## src/rtl/drbg_gen_pkg.sv

```systemverilog
// Package drbg_gen_pkg
// Shared register selects, field positions and sequencer states for the
// DRBG generate request sequencer. Field positions are fixed by the
// software-visible register layout.
package drbg_gen_pkg;

    typedef enum logic [1:0] {
        SEL_CTRL = 2'd0,
        SEL_CFG  = 2'd1,
        SEL_ACK  = 2'd2,
        SEL_GATE = 2'd3
    } reg_sel_e;

    typedef enum logic [2:0] {
        ST_IDLE,
        ST_PRE_REQ,
        ST_PRE_WAIT,
        ST_BLK_REQ,
        ST_BLK_WAIT,
        ST_POST_REQ,
        ST_POST_WAIT
    } seq_state_e;

    localparam int CNT_LSB      = 20;
    localparam int CNT_W        = 12;
    localparam int STROBE_BIT   = 16;
    localparam int HOLD_BIT     = 17;
    localparam int THR_EN_BIT   = 31;
    localparam int THR_LSB      = 24;
    localparam int THR_W        = 7;
    localparam int TMO_LSB      = 12;
    localparam int TMO_W        = 4;
    localparam int ACK_BIT      = 0;
    localparam int OPEN_ALT_BIT = 12;
    localparam int KEY_W        = 16;

endpackage

```

## src/rtl/drbg_blk_fifo.sv

```systemverilog
// Module drbg_blk_fifo
// Circular buffer of generated blocks. Assumes the writer never pushes when
// full and the reader never pops when empty; the fill count is exported so
// the sequencer can throttle and the interrupt logic can compare levels.
module drbg_blk_fifo #(
    parameter int W      = 128,
    parameter int DEPTH  = 4,
    localparam int PW    = (DEPTH > 1) ? $clog2(DEPTH) : 1,
    localparam int CW    = $clog2(DEPTH + 1)
) (
    input  logic          clk,
    input  logic          rst_n,
    input  logic          push,
    input  logic [W-1:0]  push_data,
    input  logic          pop,
    output logic [W-1:0]  pop_data,
    output logic [CW-1:0] fill,
    output logic          full,
    output logic          empty
);

    logic [W-1:0]  mem [DEPTH];
    logic [PW-1:0] wr_ptr;
    logic [PW-1:0] rd_ptr;
    logic [CW-1:0] count;

    // Advance a pointer with wrap at DEPTH (DEPTH need not be a power of two).
    function automatic logic [PW-1:0] bump(input logic [PW-1:0] p);
        return (p == PW'(DEPTH - 1)) ? '0 : p + PW'(1);
    endfunction

    // Storage write; contents need no reset since count guards reads.
    always_ff @(posedge clk) begin
        if (push) begin
            mem[wr_ptr] <= push_data;
        end
    end

    // Pointer and occupancy bookkeeping.
    always_ff @(posedge clk) begin
        if (!rst_n) begin
            wr_ptr <= '0;
            rd_ptr <= '0;
            count  <= '0;
        end else begin
            if (push) begin
                wr_ptr <= bump(wr_ptr);
            end
            if (pop) begin
                rd_ptr <= bump(rd_ptr);
            end
            count <= count + CW'(push) - CW'(pop);
        end
    end

    assign pop_data = mem[rd_ptr];
    assign fill     = count;
    assign full     = (count == CW'(DEPTH));
    assign empty    = (count == '0);

endmodule

```

## src/rtl/drbg_seq_fsm.sv

```systemverilog
// Module drbg_seq_fsm
// Runs one accepted request: opening state update, N block generations,
// closing state update. Assumes start is only raised while idle, that the
// cipher has at most one operation outstanding, and that space_ok only
// drops through this module's own pushes.
module drbg_seq_fsm
    import drbg_gen_pkg::*;
#(
    parameter int N_W = 12
) (
    input  logic           clk,
    input  logic           rst_n,
    input  logic           start,
    input  logic [N_W-1:0] start_cnt,
    input  logic           space_ok,
    input  logic           req_ready,
    input  logic           rsp_valid,
    output logic           req_valid,
    output logic           req_update,
    output logic           push,
    output logic           busy
);

    seq_state_e     state;
    seq_state_e     state_nx;
    logic [N_W-1:0] remaining;

    // Next-state decode of the request sequence.
    always_comb begin
        state_nx = state;
        unique case (state)
            ST_IDLE:      if (start) state_nx = ST_PRE_REQ;
            ST_PRE_REQ:   if (req_ready) state_nx = ST_PRE_WAIT;
            ST_PRE_WAIT:  if (rsp_valid) state_nx = (remaining == '0) ? ST_POST_REQ : ST_BLK_REQ;
            ST_BLK_REQ:   if (space_ok && req_ready) state_nx = ST_BLK_WAIT;
            ST_BLK_WAIT:  if (rsp_valid) state_nx = (remaining == N_W'(1)) ? ST_POST_REQ : ST_BLK_REQ;
            ST_POST_REQ:  if (req_ready) state_nx = ST_POST_WAIT;
            ST_POST_WAIT: if (rsp_valid) state_nx = ST_IDLE;
            default:      state_nx = ST_IDLE;
        endcase
    end

    // State register and remaining-block counter.
    always_ff @(posedge clk) begin
        if (!rst_n) begin
            state     <= ST_IDLE;
            remaining <= '0;
        end else begin
            state <= state_nx;
            if (state == ST_IDLE && start) begin
                remaining <= start_cnt;
            end else if (push) begin
                remaining <= remaining - N_W'(1);
            end
        end
    end

    // Cipher request and buffer write decode.
    always_comb begin
        req_valid  = 1'b0;
        req_update = 1'b0;
        unique case (state)
            ST_PRE_REQ, ST_POST_REQ: begin
                req_valid  = 1'b1;
                req_update = 1'b1;
            end
            ST_BLK_REQ: req_valid = space_ok;
            default: ;
        endcase
    end

    assign push = (state == ST_BLK_WAIT) && rsp_valid;
    assign busy = (state != ST_IDLE);

endmodule

```

## src/rtl/drbg_read_gate.sv

```systemverilog
// Module drbg_read_gate
// Secure-read window. Opening loads timeout * 2^TICK_SHIFT cycles; the window
// closes when the count runs out or on a close request (close wins over open).
// Assumes the caller suppresses data when the gate is shut.
module drbg_read_gate #(
    parameter int TMO_W      = 4,
    parameter int TICK_SHIFT = 4,
    localparam int TW        = TMO_W + TICK_SHIFT
) (
    input  logic             clk,
    input  logic             rst_n,
    input  logic [TMO_W-1:0] tmo,
    input  logic             open_req,
    input  logic             close_req,
    output logic             gate_open
);

    logic [TW-1:0] left;

    // Window state and countdown.
    always_ff @(posedge clk) begin
        if (!rst_n) begin
            gate_open <= 1'b0;
            left      <= '0;
        end else if (close_req) begin
            gate_open <= 1'b0;
            left      <= '0;
        end else if (open_req && tmo != '0) begin
            gate_open <= 1'b1;
            left      <= {tmo, {TICK_SHIFT{1'b0}}};
        end else if (gate_open) begin
            if (left == TW'(1)) begin
                gate_open <= 1'b0;
            end
            left <= left - TW'(1);
        end
    end

endmodule

```

## src/rtl/drbg_gen_seq.sv

```systemverilog
// Module drbg_gen_seq (top)
// Decodes register writes into generate requests, runs the request
// sequencer, buffers blocks into a READY/acknowledge output register, and
// drives the threshold interrupt and the secure-read gate. Assumes the
// cipher returns exactly one response pulse per accepted request.
module drbg_gen_seq
    import drbg_gen_pkg::*;
#(
    parameter int          BLK_W      = 128,
    parameter int          DEPTH      = 4,
    parameter int          TICK_SHIFT = 4,
    parameter logic [15:0] OPEN_KEY   = 16'hC3A5,
    localparam int         FILL_W     = $clog2(DEPTH + 1),
    localparam int         LVL_W      = ((FILL_W + 1) > THR_W) ? (FILL_W + 1) : THR_W
) (
    input  logic             clk,
    input  logic             rst_n,
    input  logic             drbg_enable,
    input  logic             reseed_active,
    input  logic             test_ready,
    input  logic             wr_en,
    input  logic [1:0]       wr_sel,
    input  logic [31:0]      wr_data,
    output logic [BLK_W-1:0] rd_data,
    output logic             ready,
    output logic             irq,
    output logic             busy,
    output logic             err,
    output logic             cph_req_valid,
    output logic             cph_req_update,
    input  logic             cph_req_ready,
    input  logic             cph_rsp_valid,
    input  logic [BLK_W-1:0] cph_rsp_data
);

    logic              ctrl_wr, cfg_wr, ack_sel_wr, gate_wr, ack_wr;
    logic              hold_pend;
    logic [CNT_W-1:0]  pend_cnt;
    logic              launch, can_start, start;
    logic [CNT_W-1:0]  launch_cnt;
    logic              thr_en;
    logic [THR_W-1:0]  thr_val;
    logic [TMO_W-1:0]  tmo_val;
    logic              push, pop;
    logic [BLK_W-1:0]  pop_data;
    logic [FILL_W-1:0] fifo_fill;
    logic              fifo_full, fifo_empty;
    logic [BLK_W-1:0]  data_reg;
    logic              gate_open, open_req, secure;
    logic [LVL_W-1:0]  level;

    // Register write decode.
    always_comb begin
        ctrl_wr    = wr_en && (wr_sel == SEL_CTRL);
        cfg_wr     = wr_en && (wr_sel == SEL_CFG);
        ack_sel_wr = wr_en && (wr_sel == SEL_ACK);
        gate_wr    = wr_en && (wr_sel == SEL_GATE);
        ack_wr     = ack_sel_wr && wr_data[ACK_BIT];
    end

    // Request launch and acceptance decision.
    always_comb begin
        launch     = ctrl_wr && !wr_data[HOLD_BIT] && (wr_data[STROBE_BIT] || hold_pend);
        launch_cnt = wr_data[STROBE_BIT] ? wr_data[CNT_LSB +: CNT_W] : pend_cnt;
        can_start  = drbg_enable && !reseed_active && test_ready && !busy;
        start      = launch && can_start;
    end

    // Hold latch for a partially written request.
    always_ff @(posedge clk) begin
        if (!rst_n) begin
            hold_pend <= 1'b0;
            pend_cnt  <= '0;
        end else if (ctrl_wr && wr_data[HOLD_BIT] && wr_data[STROBE_BIT]) begin
            hold_pend <= 1'b1;
            pend_cnt  <= wr_data[CNT_LSB +: CNT_W];
        end else if (launch) begin
            hold_pend <= 1'b0;
        end
    end

    // Sticky error for rejected launches.
    always_ff @(posedge clk) begin
        if (!rst_n) begin
            err <= 1'b0;
        end else if (launch && !can_start) begin
            err <= 1'b1;
        end
    end

    // Configuration register: threshold and read timeout.
    always_ff @(posedge clk) begin
        if (!rst_n) begin
            thr_en  <= 1'b0;
            thr_val <= '0;
            tmo_val <= '0;
        end else if (cfg_wr) begin
            thr_en  <= wr_data[THR_EN_BIT];
            thr_val <= wr_data[THR_LSB +: THR_W];
            tmo_val <= wr_data[TMO_LSB +: TMO_W];
        end
    end

    drbg_seq_fsm #(
        .N_W (CNT_W)
    ) u_fsm (
        .clk        (clk),
        .rst_n      (rst_n),
        .start      (start),
        .start_cnt  (launch_cnt),
        .space_ok   (!fifo_full),
        .req_ready  (cph_req_ready),
        .rsp_valid  (cph_rsp_valid),
        .req_valid  (cph_req_valid),
        .req_update (cph_req_update),
        .push       (push),
        .busy       (busy)
    );

    drbg_blk_fifo #(
        .W     (BLK_W),
        .DEPTH (DEPTH)
    ) u_fifo (
        .clk       (clk),
        .rst_n     (rst_n),
        .push      (push),
        .push_data (cph_rsp_data),
        .pop       (pop),
        .pop_data  (pop_data),
        .fill      (fifo_fill),
        .full      (fifo_full),
        .empty     (fifo_empty)
    );

    assign pop = !fifo_empty && (!ready || ack_wr);

    // Output data register with READY/acknowledge handshake.
    always_ff @(posedge clk) begin
        if (!rst_n) begin
            ready    <= 1'b0;
            data_reg <= '0;
        end else if (pop) begin
            ready    <= 1'b1;
            data_reg <= pop_data;
        end else if (ack_wr) begin
            ready    <= 1'b0;
        end
    end

    // Threshold interrupt on words held in output register plus buffer.
    always_comb begin
        level = LVL_W'(fifo_fill) + LVL_W'(ready);
        irq   = ready && (!thr_en || level >= LVL_W'(thr_val));
    end

    assign open_req = (gate_wr && wr_data[KEY_W-1:0] == OPEN_KEY)
                    || (ack_sel_wr && wr_data[OPEN_ALT_BIT]);

    drbg_read_gate #(
        .TMO_W      (TMO_W),
        .TICK_SHIFT (TICK_SHIFT)
    ) u_gate (
        .clk       (clk),
        .rst_n     (rst_n),
        .tmo       (tmo_val),
        .open_req  (open_req),
        .close_req (ack_wr),
        .gate_open (gate_open)
    );

    // Data masking in secure-read mode.
    always_comb begin
        secure  = (tmo_val != '0);
        rd_data = (!secure || gate_open) ? data_reg : '0;
    end

endmodule

```

## config.mk

```make
export PLATFORM = sky130hd
export DESIGN_NAME = drbg_gen_seq
export DESIGN_NICKNAME = d
export VERILOG_FILES = /design/src/rtl/drbg_gen_pkg.sv /design/src/rtl/drbg_blk_fifo.sv /design/src/rtl/drbg_seq_fsm.sv /design/src/rtl/drbg_read_gate.sv /design/src/rtl/drbg_gen_seq.sv
export SDC_FILE = /design/constraint.sdc
export NUM_CORES = 1
export LEC_CHECK = 0
export BUFFER_PORTS_ARGS = -buffer_cell sky130_fd_sc_hd__buf_2
export CORE_MARGIN = 5
export CORE_UTILIZATION = 58
export CTS_CLUSTER_DIAMETER = 30
export CTS_CLUSTER_SIZE = 8
export DETAILED_ROUTE_END_ITERATION = 7
export PLACE_DENSITY_LB_ADDON = 0.08
export SLEW_MARGIN = 20
export SYNTH_ARGS = -nofsm -noshare
export SYNTH_HDL_FRONTEND = slang
export SYNTH_SLANG_ARGS = --single-unit
```

## constraint.sdc

```tcl
create_clock -name clk -period 5.3 [get_ports clk]
set_clock_uncertainty 0.15 [all_clocks]
set_input_delay 0 -clock clk [delete_from_list [all_inputs] [get_ports clk]]
set_output_delay 0 -clock clk [all_outputs]
set_load 0.01 [all_outputs]
```

# Yosys cells after proc, flatten, opt, wreduce, memory -nomap -nowiden
# Memory sizes are Yosys's and may differ from the RTL's. A register that Yosys moved wholly into a read port is not among the register bits.
# Cells that the tools add are included.
[op_classes]
add_sub_neg = 7
order_cmp = 1
n_eq_ne = 22
mux = 29
bitwise = 1
reduce_logical = 51
[ops]
columns = ["cell", "count"]
rows = [
  ["$mux W128", 1],
  ["$mux W12", 3],
  ["$mux W3", 9],
  ["$logic_and A1 B1 Y1", 22],
  ["$pmux W3 S7", 1],
  ["$eq A16 B16 Y1 const B", 1],
  ["$mux W8", 2],
  ["$eq A12 B1 Y1 const B", 1],
  ["$eq A3 B3 Y1 const B", 4],
  ["$logic_not A12 Y1", 1],
  ["$sub A12 B1 Y12 const B", 1],
  ["$logic_not A1 Y1", 10],
  ["$mux W1", 10],
  ["$ne A2 B2 Y1 const B", 5],
  ["$eq A2 B2 Y1 const B", 4],
  ["$eq A8 B1 Y1 const B", 1],
  ["$reduce_bool A2 Y1", 4],
  ["$sub A8 B1 Y8 const B", 1],
  ["$ge A4 B7 Y1", 1],
  ["$reduce_and A7 Y1", 1],
  ["$eq A3 B2 Y1 const B", 2],
  ["$logic_not A3 Y1", 2],
  ["$logic_or A1 B1 Y1", 5],
  ["$add A2 B1 Y2 const B", 2],
  ["other kinds (14)", 17],
]
[totals]
ff_bits = 58
ram_bits = 512
in_bits = 170
out_inout_bits = 134
elab_cells = 127
mem_count = 1
[memory_table]
columns = ["memory", "depth", "width", "read_ports", "rd_ports_with_merged_regs", "wr", "line", "text"]
rows = [
  ["u_fifo.mem", 4, 128, 1, 1, 1, "drbg_blk_fifo.sv:22", "logic [W-1:0] mem [DEPTH];"],
]

# Logic depth before layout (Yosys ltp)
# Gate-level depths: netlist of run 1.
[depth]
word_depth = 7
ltp_mapped = 11
depth_no_buf = 10

# Modules after synthesis
# From an unflattened synthesis of run 1, not the netlist that was laid out.
[unflattened]
cells_unflattened = 1781
area_unflattened_um2 = 27446.3
[by_module_without_submodules]
columns = ["module", "instances", "cells_each", "area_each_um2", "seq_area_each_um2"]
rows = [
  ["drbg_blk_fifo", 1, 712, 19029.5, 15554.9],
  ["drbg_gen_seq", 1, 883, 6926.6, 3103.0],
  ["drbg_seq_fsm", 1, 138, 1021.0, 300.3],
  ["drbg_read_gate", 1, 48, 469.2, 180.2],
]

# Worst setup path before layout of run 1
# OpenSTA, ideal clock, no wires.
[synth_timing]
path_type = "register to register"
from = "register u_fsm.state[0]"
to = "memory u_fifo.mem[0][0] (enable)"
setup_ns = 0.502
arrival_ns = 4.202
t_required_ns = 4.648
setup_slack_ns = 0.446
path_stages_with_launch = 6
n_path_buf = 3
period_less_slack_ns = 4.854
cell_sequence = "dfxtp_1 > buf_6 > and4bb_2 > clkbuf_1 > clkbuf_1 > and2_1"
[synth_via]
elab_chain_cells = 4
[synth_lines]
columns = ["element", "line", "text"]
rows = [
  ["from (decl)", "drbg_seq_fsm.sv:24", "seq_state_e state;"],
  ["from (signal assigned)", "drbg_seq_fsm.sv:49", "state <= state_nx;"],
  ["$eq A3 B3 Y1", "drbg_seq_fsm.sv:72", "assign push = (state == ST_BLK_WAIT) && rsp_valid;"],
  ["$logic_and A1 B1 Y1", "drbg_seq_fsm.sv:72", ""],
  ["$mux W1", "drbg_blk_fifo.sv:34", "if (push) begin"],
  ["$mux W1 (not written as such)", "drbg_blk_fifo.sv:35", "mem[wr_ptr] <= push_data;"],
  ["to (decl)", "drbg_blk_fifo.sv:22", ""],
]
# Every way passes these cells.

# Worst setup path after layout of run 1
[layout_timing]
from = "input wr_data[12]"
to = "register u_gate.left[4]"
[layout_via]
elab_chain_cells = 5
word_cells_on_any_way = 7
classes_between = "eq/ne: 1; mux: 1; reduce/logical: 5"
[layout_lines]
columns = ["element", "line", "text"]
rows = [
  ["from (decl)", "drbg_gen_seq.sv:23", "input logic [31:0] wr_data,"],
  ["$eq A16 B16 Y1", "drbg_gen_seq.sv:156", "assign open_req = (gate_wr && wr_data[KEY_W-1:0] == OPEN_KEY)"],
  ["$logic_and A1 B1 Y1", "drbg_gen_seq.sv:156", ""],
  ["$logic_or A1 B1 Y1 (*)", "drbg_gen_seq.sv:157", "|| (ack_sel_wr && wr_data[OPEN_ALT_BIT]);"],
  ["$logic_and A1 B1 Y1 (*)", "drbg_read_gate.sv:28", "end else if (open_req && tmo != '0) begin"],
  ["$mux W8 / $reduce_bool A2 Y1 (equally long branches)", "-", ""],
  ["to (signal assigned)", "drbg_read_gate.sv:30", "left <= {tmo, {TICK_SHIFT{1'b0}}};"],
  ["to (signal assigned)", "drbg_read_gate.sv:35", "left <= left - TW'(1);"],
  ["to (decl)", "drbg_read_gate.sv:18", "logic [TW-1:0] left;"],
]
# Mark *: on every way between the ends. The rest lies on a longest branch, timed or not.
# A chain may end at the register's enable or synchronous reset.

==> metrics.csv, run 1 <==
metric,value,unit
hold_viol_final,0,
cts.path.max_buffers,3,
synth-seq-cells,698,
placement.setup.worst_slack,2.261,ns
totalPowerFinal,0.01876,W
relSlewSlack,0.3035,
first_pass_grt_wire_length,102600,um
synth_sequential_area_ratio,0.7034,
globalRouteTotalUtil,0.2618,
clockRootBuffer,sky130_fd_sc_hd__clkbuf_16,
die_height,226.4,um
postSynthNetCount,1947,
cts_tree,done,
worstReg2RegStart,ready,
synthFlopType,sky130_fd_sc_hd__edfxtp_1,
reg2reg_slack,2.21,ns
antenna_found_initial,8,
post_cts_repair_resize_count,0,
fin_setup_tns,0,ns
async_flop_share,0,
clk_latency,0.68,ns
drcViolationCount,0,
hold_depth,4,
critical_path.endpoint_type,register,
ir_drop,0.5501,mV
power.static_leakage,13.73,nW
routed_via_density,5.485,
post_synth_instance_area,0.02715,sq mm
initial_core_util,0.5845,
final-setup-viol-count,0,
maximum_number_of_pins_on_one_net_before_global_route_repair,77,
count_of_h_tree_levels_built_during_cts,4,
crit_type,primary input to register,
fin_crit_sh,0.6348,
globalRouteOverflowTotal,0,
pins_over_their_slew_limit,0,
ctsHoldBuffers,338,
min_to,tmo_val[0],
synth-warning-count,0,
drt-wirelength-per-cell,20.99,um
worst_slew_pin_slew,1.035,ns
min_period,3.365,ns
postRouteAntennaNets,0,
grt_util_met2,0.4648,
grt_setup_unrepaired,no,
max_freq,297.2,MHz
gr-usage-met3,0.06525,
crit-reg2reg-capture,data_reg[50],
largest_register_ffs,512,
seq_area,0.01911,sq mm
ys_types,55,
drt_iter0_drc,1174,
placementRows,79,
clock_sinks,698,
top_level_ports,304,
dp_hpwl,33780,um
worst-path-max-fanout,3,
die_width,226.4,um
cap_viol_max_count,0,
netlist_instances,1757,
cts.repair_timing.setup_buffer_count,0,
fillerInstances,2516,
fin_nets,2641,
final_critical_path_setup_slack,1.935,ns
grt_pass1_vias,18890,
place.port_buffers,301,
cts.reportedPaths.clkPinSlew,0.05,ns
drt-pass1-iter-count,5,
finalWeightedCongestion,0.7972,
route.vias.total,17420,
fp.dieArea,0.05124,sq mm
whs,0.06373,ns
cts-buffers-inserted,135,
synth_area_per_cell,15.45,sq um
hold_start,wr_data[12],
areaGrowthSynthToFinish,36.87,%
power_density,504.7,mW/mm^2
required,5.76,ns
synth_enable_flop_cells,512,
grt_busiest_layer,met2,
multi_input_comb_area,0.007561,sq mm
totalWireLength,66650,um
globalRouteMet1Util,0.3076,
final_layout_size_suffix_gt1_frac,0.2659,
worst_r2r_path_depth,6,
min_delay_path_class,primary input to register,
run_status,completed,
worstPathArrival,3.82,ns
worst_setup_path_start_kind,primary input,
placeable_core_area,0.04646,sq mm
==> worst max path at each step <==
| stage | depth (start not counted) | slack [ns] | start | to |
|---|---|---|---|---|
| 2_1_floorplan | 5 | 0.45 | u_fsm.state[0] | u_fifo.mem[0][0] |
| 3_3_place_gp | 3 | 2.29 | u_fsm.state[2] | u_fifo.mem[1][6] |
| 3_5_place_dp | 3 | 2.26 | u_fsm.state[2] | u_fifo.mem[2][112] |
| 4_1_cts | 11 | 2.07 | wr_data[12] | u_gate.left[4] |
| 5_1_grt | 11 | 1.85 | wr_data[12] | u_gate.left[4] |
| 6_report | 11 | 1.94 | wr_data[12] | u_gate.left[4] |
==> area by class of cell <==
cell class | count | share of cell area
flip-flops and latches | 698 | 0.5141
multi-input cells | 936 | 0.2034
repair buffers | 663 | 0.1378
clock buffers | 196 | 0.1057
well taps | 607 | 0.02044
clock inverters | 55 | 0.01640
inverters | 17 | 0.001784
diodes | 4 | 0.0002693
==> cells in the final DEF (no fill, tap or decap), drive strengths merged, types with 4 or more instances in the layout <==
cell | synthesis | routed
edfxtp | 512 | 512
dlygate4sd3 | 0 | 338
buf | 31 | 325
nand2 | 317 | 317
clkbuf | 75 | 196
dfxtp | 186 | 186
a21boi | 155 | 155
nor2b | 133 | 133
mux4 | 128 | 128
clkinv | 0 | 34
nor2 | 30 | 30
inv | 17 | 22
nand3 | 20 | 20
ha | 19 | 19
a21oi | 17 | 17
nor3 | 13 | 13
o21ai | 12 | 12
xnor2 | 11 | 11
bufinv | 0 | 11
and2 | 8 | 8
xor2 | 7 | 7
mux2i | 6 | 6
mux2 | 6 | 6
a211oi | 5 | 5
clkinvlp | 0 | 5
diode | 0 | 4
o21a | 4 | 4
nor4 | 4 | 4
or3 | 4 | 4
==> metal layers <==
| metal | vias up | wire length [um] |
|---|---|---|
| met4 | 8 | 1991 |
| met1 | 8695 | 25800 |
| met5 | - | 34 |
| li1 | 7963 | - |
| met3 | 145 | 4010 |
| met2 | 610 | 34810 |
==> kinds of logic (layout without fill, tap and decap cells) <==
logic type,count (synthesis),in the layout,synth area share
AOI/OAI and AO/OA,209,209,0.05576
xor gates and xnor gates,18,18,0.005806
adders and majority gates,20,20,0.009493
buffers and inverters,123,931,0.01954
DFF,698,698,0.7034
muxes,140,140,0.1109
other,0,4,0
and+or+nand+nor,549,549,0.09516
==> synth_stat cells, drive strengths merged, types with 11 or more instances <==
cell	number	area share
ha	19	0.0088
o21ai	12	0.0022
dfxtp	186	0.14
nand3	20	0.0037
clkbuf	75	0.010
mux4	128	0.11
nor2b	133	0.031
nor2	30	0.0041
nor3	13	0.0024
a21oi	17	0.0033
edfxtp	512	0.57
xnor2	11	0.0035
buf	31	0.0068
a21boi	155	0.043
nand2	317	0.044
inv	17	0.0024
==> where the power goes <==
group | total (W) | switching, W | internal (W) | leakage [nW]
clock network | 0.00833 | 0.00267 | 0.00566 | 2.22
logic | 0.00368 | 0.00198 | 0.00170 | 5.39
registers | 0.00675 | 0.000391 | 0.00636 | 6.13
total | 0.0188 | 0.00504 | 0.0137 | 13.7
==> metrics by stage <==
step | instances | instance area (sq um) | util
after floorplan | 1757 | 27150 | -
after global placement | 2583 | 29230 | 0.6292
after detailed placement | 2583 | 29230 | 0.6292
after CTS | 3172 | 37150 | 0.7998
after global routing | 3175 | 37160 | 0.7999
final | 3176 | 37160 | 0.8000
==> worst max-delay path, cell delays in order <==
cell	delay, ns
sky130_fd_sc_hd__dlygate4sd3_1	0.53
sky130_fd_sc_hd__buf_2	0.14
sky130_fd_sc_hd__or3_1	0.37
sky130_fd_sc_hd__dlygate4sd3_1	0.57
sky130_fd_sc_hd__nor3_1	0.14
sky130_fd_sc_hd__dlygate4sd3_1	0.62
sky130_fd_sc_hd__a21bo_2	0.14
sky130_fd_sc_hd__dlygate4sd3_1	0.55
sky130_fd_sc_hd__nand2_1	0.06
sky130_fd_sc_hd__a21oi_1	0.14
sky130_fd_sc_hd__dlygate4sd3_1	0.57
Power figures use the tool's default switching activity.
==> run 2, diff against run 1 <==
- clock period: 5.3 -> 3.5 ns (I/O delays scaled with it)
==> metrics.csv, run 2 (synthesis results as in run 1) <==
metric,value,unit,change
pins_over_their_slew_limit,0,,unchanged
cts.path.max_buffers,3,,unchanged
post_cts_repair_resize_count,0,,unchanged
first_pass_grt_wire_length,103700,um,+1.1%
relSlewSlack,0.4051,,+0.1016
max_freq,324.5,MHz,
grt_pass1_vias,18870,,-0.095%
clock_sinks,698,,unchanged
largest_register_ffs,512,,unchanged
maximum_number_of_pins_on_one_net_before_global_route_repair,130,,+69%
critical-path-top-cell-by-count,sky130_fd_sc_hd__dlygate4sd3_1,,
fp.dieArea,0.05124,sq mm,unchanged
die_width,226.4,um,unchanged
worst-path-max-fanout,3,,unchanged
top_level_ports,304,,unchanged
drcViolationCount,0,,unchanged
final_layout_size_suffix_gt1_frac,0.2660,,about the same
drt-pass1-iter-count,5,,unchanged
globalRouteOverflowTotal,0,,unchanged
clk_latency,0.67,ns,about the same
cts-buffers-inserted,141,,+4.4%
drt-wirelength-per-cell,20.80,um,-0.90%
postRouteAntennaNets,0,,unchanged
cp_slowest_stage_delay,0.59,ns,-0.03 ns
whs,-0.005687,ns,-0.06942 ns
critical_path.endpoint_type,register,,
layout_commonest_cell,sky130_fd_sc_hd__edfxtp_1,,
required,3.96,ns,-1.80 ns
fin_nets,2640,,-0.038%
fin_area,0.03733,sq mm,+0.45%
die_height,226.4,um,unchanged
fin_crit_sh,0.8804,,
final_critical_path_setup_slack,0.4188,ns,-1.517 ns
worst_slew_pin_slew,0.8842,ns,-0.1510 ns
cts.reportedPaths.clkPinSlew,0.05,ns,about the same
place_area,0.02933,sq mm,+0.35%
power.static_leakage,13.76,nW,+0.19%
layout_common_cells,"sky130_fd_sc_hd__edfxtp_1 (512), sky130_fd_sc_hd__dlygate4sd3_1 (334), sky130_fd_sc_hd__nand2_1 (317)",,
crit_chain,"dlygate4sd3_1, buf_2, or3_1, dlygate4sd3_1, nor3_1, a21bo_2, dlygate4sd3_1, nand2_1, a21oi_1, dlygate4sd3_1",,
place.port_buffers,301,,unchanged
cts_tree,done,,
globalRouteTotalUtil,0.2632,,+0.001413
cts.repair_timing.setup_buffer_count,0,,unchanged
min_delay_path_class,primary input to register,,
violations,negative hold slack,,
worstPathArrival,3.54,ns,-0.28 ns
totalWireLength,66240,um,-0.62%
final-setup-viol-count,0,,unchanged
count_of_h_tree_levels_built_during_cts,4,,unchanged
fin_setup_tns,0,ns,unchanged
dp_hpwl,33460,um,-0.94%
min_period,3.081,ns,
hold_viol_final,1,,+1
power_density,766.7,mW/mm^2,+52%
cap_viol_max_count,0,,unchanged
initial_core_util,0.5845,,unchanged
finalWeightedCongestion,0.7917,,-0.69%
run_status,finished with violations,,
placementRows,79,,unchanged
worst_setup_path_start_kind,primary input,,
placeable_core_area,0.04646,sq mm,unchanged
clockRootBuffer,sky130_fd_sc_hd__clkbuf_16,,
crit_type,primary input to register,,
placement.setup.worst_slack,0.8277,ns,-1.433 ns
areaGrowthSynthToFinish,37.49,%,
route.vias.total,17510,,+0.49%
drt_iter0_drc,1215,,+3.5%
grt_setup_unrepaired,no,,
ir_drop,0.7643,mV,+39%
antenna_found_initial,12,,+4
cpMaxStageDelayCell,sky130_fd_sc_hd__dlygate4sd3_1,,
routed_via_density,5.496,,+0.20%
## run 2: cell count changes in the layout (fill, tap and decap cells not counted), sizes merged, moves of 2 or more
| cell | change |
|---|---|
| clkbuf | +8 |
| diode | +6 |
| dlygate4sd3 | -4 |
| buf | -3 |
| clkinv | +2 |
## run 2: cell type report
class	count	area, sq um
well taps	607	759.5
clock inverters	57	560.5
flip-flops and latches	698	19110
multi-input cells	936	7561
repair buffers	656	5185
fillers	2465	9126
clock buffers	204	4068
inverters	17	66.31
diodes	10	25.02
## run 2: critical path: cells and delay by family
kind | cells | cell delay, ns
buf+inv | 5 | 2.39
simple gates | 3 | 0.79
compound gates | 2 | 0.36
## run 2: layer usage
| layer | wire, um | part of all wire | vias to the layer above | global-route usage |
|---|---|---|---|---|
| met5 | 50 | 0.00075 | - | 0 |
| met4 | 2091 | 0.032 | 8 | 0.1104 |
| met3 | 3878 | 0.059 | 161 | 0.06163 |
| met2 | 33640 | 0.51 | 602 | 0.4417 |
| met1 | 26570 | 0.40 | 8783 | 0.3338 |
| li1 | - | - | 7952 | - |
## run 2: through the flow
| step | total power (W) | cells | hold WS, ns | utilization |
|---|---|---|---|---|
| after floorplan | 0.01385 | 1757 | -0.05113 | - |
| after global placement | 0.01556 | 2580 | 0.06107 | 0.6314 |
| after detailed placement | 0.01566 | 2580 | 0.06540 | 0.6314 |
| after CTS | 0.02880 | 3176 | 0.005146 | 0.8032 |
| after global routing | 0.02991 | 3183 | 0.04255 | 0.8034 |
| final | 0.02862 | 3185 | -0.005687 | 0.8036 |
## run 2: timing repair
item                                    CTS  global route
endpoints found under the setup margin    0             1
hold buffers                            335             0
hold endpoints to repair                574             0
## run 2: worst paths after layout
kind,from,end,slack [ns],cells past startpoint
min,wr_data[4],u_gate.gate_open,-0.006,5
max,wr_data[12],u_gate.left[4],0.42,10
max reg2reg,u_fsm.state[1],u_fsm.remaining[11],0.54,6
min reg2reg,data_reg[69],data_reg[69],0.31,2
## run 2: where the power goes
group          leakage (nW)  total [W]  internal, W  switching, W
sequential             6.13     0.0102      0.00964      0.000537
clock                  2.26     0.0128      0.00873       0.00407
combinational          5.37    0.00566      0.00261       0.00305
